`src/rtl/ata_issuer_pkg.sv`:
```
// Shared encodings for the task-file command issuer.
// Assumes register addresses follow the standard command-block offsets,
// with the device control register placed at address 8.
package ata_issuer_pkg;

    localparam logic [3:0] TF_FEAT  = 4'd1;
    localparam logic [3:0] TF_COUNT = 4'd2;
    localparam logic [3:0] TF_SECT  = 4'd3;
    localparam logic [3:0] TF_CYLLO = 4'd4;
    localparam logic [3:0] TF_CYLHI = 4'd5;
    localparam logic [3:0] TF_DRIVE = 4'd6;
    localparam logic [3:0] TF_CMD   = 4'd7;
    localparam logic [3:0] TF_CTRL  = 4'd8;

    localparam logic [7:0] DRV_SEL_LBA  = 8'hE0;  // select with LBA bit
    localparam logic [7:0] DRV_SEL_BARE = 8'hA0;  // select without LBA bit
    localparam logic [7:0] DRV_EXT      = 8'h40;  // extended-form drive byte
    localparam logic [7:0] CTRL_IRQ_ON  = 8'h08;  // interrupt-disable clear
    localparam logic [7:0] ST_FLOAT     = 8'hFF;  // no device driving bus

    typedef enum logic [2:0] {
        S_IDLE, S_SEL, S_POLL, S_CTRL, S_LOAD, S_CMD, S_ERR
    } issuer_state_e;

endpackage

```
`src/rtl/ata_op_promote.sv`:
```
// Maps a short-form opcode to its extended-addressing counterpart.
// Assumes: pure combinational lookup; 'known' low means no counterpart.
module ata_op_promote (
    input  logic [7:0] op_in,
    output logic [7:0] op_out,
    output logic       known
);
    // Lookup of the nine promotable opcodes.
    always_comb begin
        known  = 1'b1;
        op_out = op_in;
        case (op_in)
            8'h20: op_out = 8'h24;
            8'hC4: op_out = 8'h29;
            8'hC8: op_out = 8'h25;
            8'hC7: op_out = 8'h26;
            8'h30: op_out = 8'h34;
            8'hC5: op_out = 8'h39;
            8'hCA: op_out = 8'h35;
            8'hCC: op_out = 8'h36;
            8'hE7: op_out = 8'hEA;
            default: known = 1'b0;
        endcase
    end
endmodule

```
`src/rtl/ata_chs_geom.sv`:
```
// Converts a linear block address into cylinder, head and sector values.
// Assumes: heads and sectors non-zero for a meaningful result; a zero
// geometry yields all-zero outputs instead of a division by zero.
module ata_chs_geom #(
    parameter int LBA_W  = 28,
    parameter int HEAD_W = 5,
    parameter int SPT_W  = 8
) (
    input  logic [LBA_W-1:0]  lba,
    input  logic [HEAD_W-1:0] heads,
    input  logic [SPT_W-1:0]  spt,
    output logic [7:0]        sect,
    output logic [15:0]       cyl,
    output logic [3:0]        head
);
    localparam int TRK_W = HEAD_W + SPT_W;

    logic [TRK_W-1:0] trk;
    logic [LBA_W-1:0] spt_x, trk_x;

    // Widen geometry terms to address width for the divisions.
    always_comb begin
        trk   = TRK_W'(heads) * TRK_W'(spt);
        spt_x = LBA_W'(spt);
        trk_x = LBA_W'(trk);
    end

    // Geometry arithmetic with a zero-geometry guard.
    always_comb begin
        if (trk == '0) begin
            sect = 8'd0;
            cyl  = 16'd0;
            head = 4'd0;
        end else begin
            sect = 8'(lba % spt_x) + 8'd1;
            cyl  = 16'(lba / trk_x);
            head = 4'((lba % trk_x) / spt_x);
        end
    end
endmodule

```
`src/rtl/ata_cmd_issuer.sv`:
```
// Issues one ATA command through the task-file registers: select, wait
// for not-busy (with reselect on floating status), enable interrupts,
// load parameters in short or extended form, write the opcode last.
// Assumes: st_data is valid combinationally while st_rd is high; one
// write per cycle on the register port; synchronous active-low reset.
module ata_cmd_issuer
    import ata_issuer_pkg::*;
#(
    parameter int POLL_LIMIT = 1_000_000_000, // 5 s at 200 MHz
    parameter int HEAD_W     = 5,
    parameter int SPT_W      = 8
) (
    input  logic              clk,
    input  logic              rst_n,
    input  logic              req_valid,
    output logic              req_ready,
    input  logic [7:0]        req_opcode,
    input  logic [47:0]       req_lba,
    input  logic [15:0]       req_count,
    input  logic [15:0]       req_feature,
    input  logic              req_unit,
    input  logic              req_use_chs,
    input  logic              dev_lba48_ok,
    input  logic [HEAD_W-1:0] geo_heads,
    input  logic [SPT_W-1:0]  geo_sectors,
    output logic              wr_en,
    output logic [3:0]        wr_addr,
    output logic [7:0]        wr_data,
    output logic              st_rd,
    input  logic [7:0]        st_data,
    output logic              cmd_err,
    output logic              lba48_active
);
    localparam int PC_W = $clog2(POLL_LIMIT + 1);
    localparam logic [47:0] LBA28_END = 48'h1000_0000;
    localparam logic [3:0]  LAST_EXT  = 4'd10;
    localparam logic [3:0]  LAST_SHORT = 4'd5;

    issuer_state_e state;
    logic [7:0]        r_op;
    logic [47:0]       r_lba;
    logic [15:0]       r_cnt, r_feat;
    logic              r_unit, r_chs, r_ext;
    logic [HEAD_W-1:0] r_heads;
    logic [SPT_W-1:0]  r_spt;
    logic [3:0]        step;
    logic [PC_W-1:0]   poll_cnt;

    logic [7:0]  ext_op;
    logic        ext_known;
    logic [7:0]  g_sect, g_head8;
    logic [15:0] g_cyl;
    logic [3:0]  g_head;
    logic [7:0]  unit_bit;
    logic        need_ext, dev_idle;
    logic [3:0]  ld_addr;
    logic [7:0]  ld_data;

    ata_op_promote u_promote (
        .op_in  (r_op),
        .op_out (ext_op),
        .known  (ext_known)
    );

    ata_chs_geom #(.LBA_W(28), .HEAD_W(HEAD_W), .SPT_W(SPT_W)) u_geom (
        .lba   (r_lba[27:0]),
        .heads (r_heads),
        .spt   (r_spt),
        .sect  (g_sect),
        .cyl   (g_cyl),
        .head  (g_head)
    );

    // Request-side decode: extended-form decision and status readiness.
    always_comb begin
        need_ext = ((req_lba >= LBA28_END) || (req_count > 16'd256)) && dev_lba48_ok;
        dev_idle = (st_data != ST_FLOAT) && !st_data[7];
        unit_bit = {3'b000, r_unit, 4'b0000};
        g_head8  = {4'b0000, g_head};
    end

    // Parameter write table indexed by load step.
    always_comb begin
        ld_addr = TF_FEAT;
        ld_data = 8'h00;
        if (r_ext) begin
            case (step)
                4'd0:  begin ld_addr = TF_FEAT;  ld_data = r_feat[15:8];  end
                4'd1:  begin ld_addr = TF_FEAT;  ld_data = r_feat[7:0];   end
                4'd2:  begin ld_addr = TF_COUNT; ld_data = r_cnt[15:8];   end
                4'd3:  begin ld_addr = TF_COUNT; ld_data = r_cnt[7:0];    end
                4'd4:  begin ld_addr = TF_SECT;  ld_data = r_lba[31:24];  end
                4'd5:  begin ld_addr = TF_SECT;  ld_data = r_lba[7:0];    end
                4'd6:  begin ld_addr = TF_CYLLO; ld_data = r_lba[39:32];  end
                4'd7:  begin ld_addr = TF_CYLLO; ld_data = r_lba[15:8];   end
                4'd8:  begin ld_addr = TF_CYLHI; ld_data = r_lba[47:40];  end
                4'd9:  begin ld_addr = TF_CYLHI; ld_data = r_lba[23:16];  end
                default: begin ld_addr = TF_DRIVE; ld_data = DRV_EXT | unit_bit; end
            endcase
        end else begin
            case (step)
                4'd0: begin ld_addr = TF_FEAT;  ld_data = r_feat[7:0]; end
                4'd1: begin ld_addr = TF_COUNT; ld_data = r_cnt[7:0];  end
                4'd2: begin ld_addr = TF_SECT;  ld_data = r_chs ? g_sect : r_lba[7:0]; end
                4'd3: begin ld_addr = TF_CYLLO; ld_data = r_chs ? g_cyl[7:0] : r_lba[15:8]; end
                4'd4: begin ld_addr = TF_CYLHI; ld_data = r_chs ? g_cyl[15:8] : r_lba[23:16]; end
                default: begin
                    ld_addr = TF_DRIVE;
                    ld_data = r_chs ? (DRV_SEL_BARE | unit_bit | g_head8)
                                    : (DRV_SEL_LBA | unit_bit | {4'b0000, r_lba[27:24]});
                end
            endcase
        end
    end

    // Port outputs decoded from the current state.
    always_comb begin
        req_ready = (state == S_IDLE);
        wr_en     = 1'b0;
        wr_addr   = 4'd0;
        wr_data   = 8'h00;
        st_rd     = 1'b0;
        cmd_err   = 1'b0;
        case (state)
            S_SEL:  begin wr_en = 1'b1; wr_addr = TF_DRIVE; wr_data = DRV_SEL_LBA | unit_bit; end
            S_POLL: begin
                st_rd = 1'b1;
                if (st_data == ST_FLOAT) begin
                    wr_en = 1'b1; wr_addr = TF_DRIVE; wr_data = DRV_SEL_BARE | unit_bit;
                end
            end
            S_CTRL: begin wr_en = 1'b1; wr_addr = TF_CTRL; wr_data = CTRL_IRQ_ON; end
            S_LOAD: begin wr_en = 1'b1; wr_addr = ld_addr; wr_data = ld_data; end
            S_CMD:  begin wr_en = 1'b1; wr_addr = TF_CMD;  wr_data = r_ext ? ext_op : r_op; end
            S_ERR:  cmd_err = 1'b1;
            default: ;
        endcase
    end

    // Sequencer: accept, select, poll, enable, load, issue or fail.
    always_ff @(posedge clk) begin
        if (!rst_n) begin
            state        <= S_IDLE;
            step         <= 4'd0;
            poll_cnt     <= '0;
            lba48_active <= 1'b0;
            r_op <= 8'h00; r_lba <= '0; r_cnt <= '0; r_feat <= '0;
            r_unit <= 1'b0; r_chs <= 1'b0; r_ext <= 1'b0;
            r_heads <= '0; r_spt <= '0;
        end else begin
            case (state)
                S_IDLE: if (req_valid) begin
                    r_op <= req_opcode; r_lba <= req_lba; r_cnt <= req_count;
                    r_feat <= req_feature; r_unit <= req_unit; r_chs <= req_use_chs;
                    r_ext <= need_ext; r_heads <= geo_heads; r_spt <= geo_sectors;
                    state <= S_SEL;
                end
                S_SEL: begin
                    poll_cnt <= '0;
                    state    <= S_POLL;
                end
                S_POLL: begin
                    if (dev_idle)
                        state <= S_CTRL;
                    else if (poll_cnt == PC_W'(POLL_LIMIT - 1))
                        state <= S_ERR;
                    else
                        poll_cnt <= poll_cnt + 1'b1;
                end
                S_CTRL: begin
                    step  <= 4'd0;
                    state <= (r_ext && !ext_known) ? S_ERR : S_LOAD;
                end
                S_LOAD: begin
                    if (step == (r_ext ? LAST_EXT : LAST_SHORT))
                        state <= S_CMD;
                    else
                        step <= step + 4'd1;
                end
                S_CMD: begin
                    lba48_active <= r_ext;
                    state        <= S_IDLE;
                end
                default: state <= S_IDLE;
            endcase
        end
    end

    AST_CMD_THEN_READY: assert property (@(posedge clk) disable iff (!rst_n)
        (wr_en && wr_addr == TF_CMD) |=> req_ready);
    AST_ERR_THEN_READY: assert property (@(posedge clk) disable iff (!rst_n)
        cmd_err |=> req_ready);
    AST_QUIET_WHEN_READY: assert property (@(posedge clk) disable iff (!rst_n)
        req_ready |-> (!wr_en && !cmd_err && !st_rd));
    AST_FLOAT_RESELECT: assert property (@(posedge clk) disable iff (!rst_n)
        (st_rd && st_data == ST_FLOAT) |-> (wr_en && wr_addr == TF_DRIVE));
    AST_FLAG_HOLDS: assert property (@(posedge clk) disable iff (!rst_n)
        !(wr_en && wr_addr == TF_CMD) |=> $stable(lba48_active));
    AST_NO_CMD_WHILE_POLL: assert property (@(posedge clk) disable iff (!rst_n)
        st_rd |-> !(wr_en && wr_addr != TF_DRIVE));
    AST_CTRL_AFTER_POLL: assert property (@(posedge clk) disable iff (!rst_n)
        (wr_en && wr_addr == TF_CTRL) |-> $past(st_rd));
endmodule

```
`config.mk`:
```
export PLATFORM = sky130hd
export DESIGN_NAME = ata_cmd_issuer
export DESIGN_NICKNAME = d
export VERILOG_FILES = /design/src/rtl/ata_issuer_pkg.sv /design/src/rtl/ata_op_promote.sv /design/src/rtl/ata_chs_geom.sv /design/src/rtl/ata_cmd_issuer.sv
export SDC_FILE = /design/constraint.sdc
export NUM_CORES = 2
export LEC_CHECK = 0
export BUFFER_PORTS_ARGS = -buffer_cell sky130_fd_sc_hd__buf_4
export CORE_UTILIZATION = 35
export DETAILED_ROUTE_END_ITERATION = 10
export GPL_TIMING_DRIVEN = 0
export SLEW_MARGIN = 40
export SYNTH_ARGS = -nofsm -noshare
export SYNTH_HDL_FRONTEND = slang
export SYNTH_HIERARCHICAL = 1
export SYNTH_SLANG_ARGS = --single-unit
export TNS_END_PERCENT = 30
```
`constraint.sdc`:
```
create_clock -name clk -period 430.5 [get_ports clk]
set_input_delay 21.525 -clock clk [delete_from_list [all_inputs] [get_ports clk]]
set_output_delay 21.525 -clock clk [all_outputs]
set_load 0.01 [all_outputs]
```
==> results.sh <==
export IMPL_start_kind="flip-flop"
export IMPL_syn_num_nets=8535
export IMPL_fmax_ghz=0.00485
export IMPL_drv_slew=0
export IMPL_path_class="reg -> out"
export IMPL_dpl_worst_slack_ps=227430
export IMPL_die_w_um=394
export IMPL_critPathMaxFanout=10
export IMPL_avgSynthCellArea_um2=6.99
export IMPL_drtPass1Iterations=6
export IMPL_seq_area_frac_synth_pct=5.29
export IMPL_ys_warnings_count=6
export IMPL_cts_root_buf="clkbuf_16"
export IMPL_synth_commonest_cells="nand2_1 (819), nor2_1 (727), ha_1 (708)"
export IMPL_crit_path_end_kind="output port"
export IMPL_hold_viol_final=0
export IMPL_startpoint="r_spt[1]"
export IMPL_status="finished, final reports clean"
export IMPL_tns_ps=0
export IMPL_grt_pass1_vias=55778
export IMPL_htreeDepth=4
export IMPL_worstHoldStart="r_spt[5]"
export IMPL_io_pins=132
export IMPL_core_area_um2=152000
export IMPL_wl_per_cell_um=19.2
export IMPL_hpwl_um=154000
export IMPL_slew_headroom_pct=35.9
export IMPL_post_route_period_util_pct=47.9
export IMPL_synth_xor_area_share_pct=6.52
export IMPL_ant_nets=0
export IMPL_synth_seq_cells=142
export IMPL_grt_pass1_wl_um=301000
export IMPL_rows=143
export IMPL_vias_per_cell=6.08
export IMPL_initial_core_util_pct=35.3
export IMPL_cts_tree="done"
export IMPL_wl_um=190000
export IMPL_critPathMaxStageDelay_ps=850
export IMPL_syn_area_um2=53700
export IMPL_synth_top_family_by_area="compound AO/OA/AOI/OAI gates"
export IMPL_hold_class="reg -> reg"
export IMPL_hold_ws_ps=457
export IMPL_track_usage_pct=23.2
export IMPL_critical_path_arrival_ps=184580
export IMPL_cts_buffers=17
export IMPL_synth_most_common_cell="nand2_1"
export IMPL_area_growth_synth_to_final_pct=8.89
export IMPL_skew_ps=18.8
export IMPL_max_cap_violations=0
export IMPL_rsz0062_at_grt="false"
export IMPL_die_area_um2=155000
export IMPL_min_period_ps=206110
export IMPL_nets=8706
export IMPL_synthTopCellsByArea="ha_1 (16%), o21a_1 (6.2%), nand2_1 (5.7%)"
export IMPL_gp_congestion=0.948
export IMPL_ctsHoldBuffers=0
export IMPL_synthAdderAreaFrac_pct=17.3
export IMPL_synth_top_cell_by_area="ha_1"
export IMPL_cts_buffer_depth=2
export IMPL_synth_compound_area_share_pct=31.4
export IMPL_ctsResizeCount=0
export IMPL_drcViolationCount=0
export IMPL_synth_mux_area_share_pct=5.89
export IMPL_synth_edff_count=0
export IMPL_grt_start_max_net_pins=33
export IMPL_post_route_cells_drive_above_1_share_pct=9.14
export IMPL_worstMarginPinSlew_ps=960
export IMPL_die_y_um=394
export IMPL_clk_latency_ps=450
export IMPL_synthArstFlopShare_pct=0
export IMPL_synth_cells=7692
export IMPL_synth_distinct_cells=146
export IMPL_grt_overflow_total=0
export IMPL_synth_flop_cell="dfxtp_1"
export IMPL_yosys_area_share_simple_pct=29.9
export IMPL_r2r_start="state[2]"
export IMPL_route_vias_total=60269
export IMPL_cp_common_cell="o21a_1"
export IMPL_io_buffers=130
export IMPL_antenna_found_initial=7
export IMPL_drtIter0Drc=4843
export IMPL_crit_required_ps=408980
export IMPL_synth_top_area_share_pct=16.5
export IMPL_critical_path_slowest_cell="dfxtp_1"
export IMPL_utilization_pct=38.4
export IMPL_path_clk_slew_ps=70
export IMPL_setup_slack_ps=224390
export IMPL_setup_viol=0
export IMPL_clkSinkCount=142
export IMPL_nFillCells=15876
export IMPL_post_cts_buffers=0
[stage by stage]
stage,cell area [um2],std cells
detailed placement,57800,9873
global route,58500,9909
global placement,57300,9852
finish,58500,9909
floorplan,53700,7692
CTS,58400,9905
[state kept, by name, summed over array words and instances, names as in the netlist, 3 cells and up]
signal and flops:
r_op 8, r_cnt 16, r_feat 16, poll_cnt 30, r_heads 5, r_lba 48, step 4, r_spt 8
state 3
[cells in the final DEF (no fill, tap or decap), types with 52 or more instances in the layout]
master / count
nand2_1: 816
nor2_1: 725
ha_1: 708
nor3_1: 522
a21oi_1: 464
o21a_1: 445
o21ai_0: 330
xnor2_1: 230
nand3_1: 198
o31ai_1: 187
inv_1: 185
clkbuf_1: 185
mux2_2: 179
xor2_1: 165
buf_4: 148
a21o_1: 147
dfxtp_1: 141
nand4_1: 119
mux2i_1: 104
or3_1: 99
and2_1: 98
nand2b_1: 94
a31oi_1: 92
or2_2: 88
nor2b_1: 77
and3_1: 73
nor4_1: 73
o211ai_1: 68
a21boi_0: 66
a21boi_1: 57
buf_2: 52
[area by class of cell]
| type | instances | area (um2) | share of cell area (%) |
|---|---|---|---|
| multi-input combinational | 7071 | 49100 | 83.9 |
| timing repair buffer | 152 | 1360 | 2.32 |
| inverter | 200 | 788 | 1.35 |
| clock buffer | 17 | 425 | 0.727 |
| tap | 2030 | 2540 | 4.34 |
| sequential | 142 | 2840 | 4.86 |
| antenna | 3 | 7.51 | 0.0128 |
| buffer | 279 | 1250 | 2.14 |
| clock inverter | 15 | 186 | 0.319 |
[cells by family (layout without fill, tap and decap cells)]
logic type	after synthesis	count (layout)
buf+inv	479	663
compound gates	2431	2431
other cells	0	3
xor+xnor	399	399
flops	142	142
simple gates	3218	3218
mux	292	292
fa+ha+maj	731	731
[layer usage]
metal / vias up / global-route usage (%) / routed length (um)
met5: - / 0 / 12
met4: 2 / 6.76 / 5640
met2: 1918 / 37.4 / 83400
met1: 28570 / 32.7 / 89600
met3: 260 / 2.02 / 11400
li1: 29519 / - / -
[final timing paths]
check | slack, ps | cells past startpoint | end
worst max-delay path | 224390 | 1040 | wr_data[0]
worst min-delay path | 460 | 2 | r_spt[5]
worst max register to register | 427980 | 7 | r_spt[0]
worst min register to register | 460 | 2 | r_spt[5]
[worst max-delay path: cells and delay by family, from the launching register on]
family | cells | cell delay (ps)
compound gates | 522 | 115400
simple gates | 293 | 62750
buf+inv | 138 | 30080
fa+ha+maj | 76 | 24480
mux | 10 | 2910
flops | 1 | 850
xor+xnor | 1 | 160
Power is left out: the tool's default activity adds up to more than one toggle a clock period on the data nets, which glitch-free logic cannot reach.
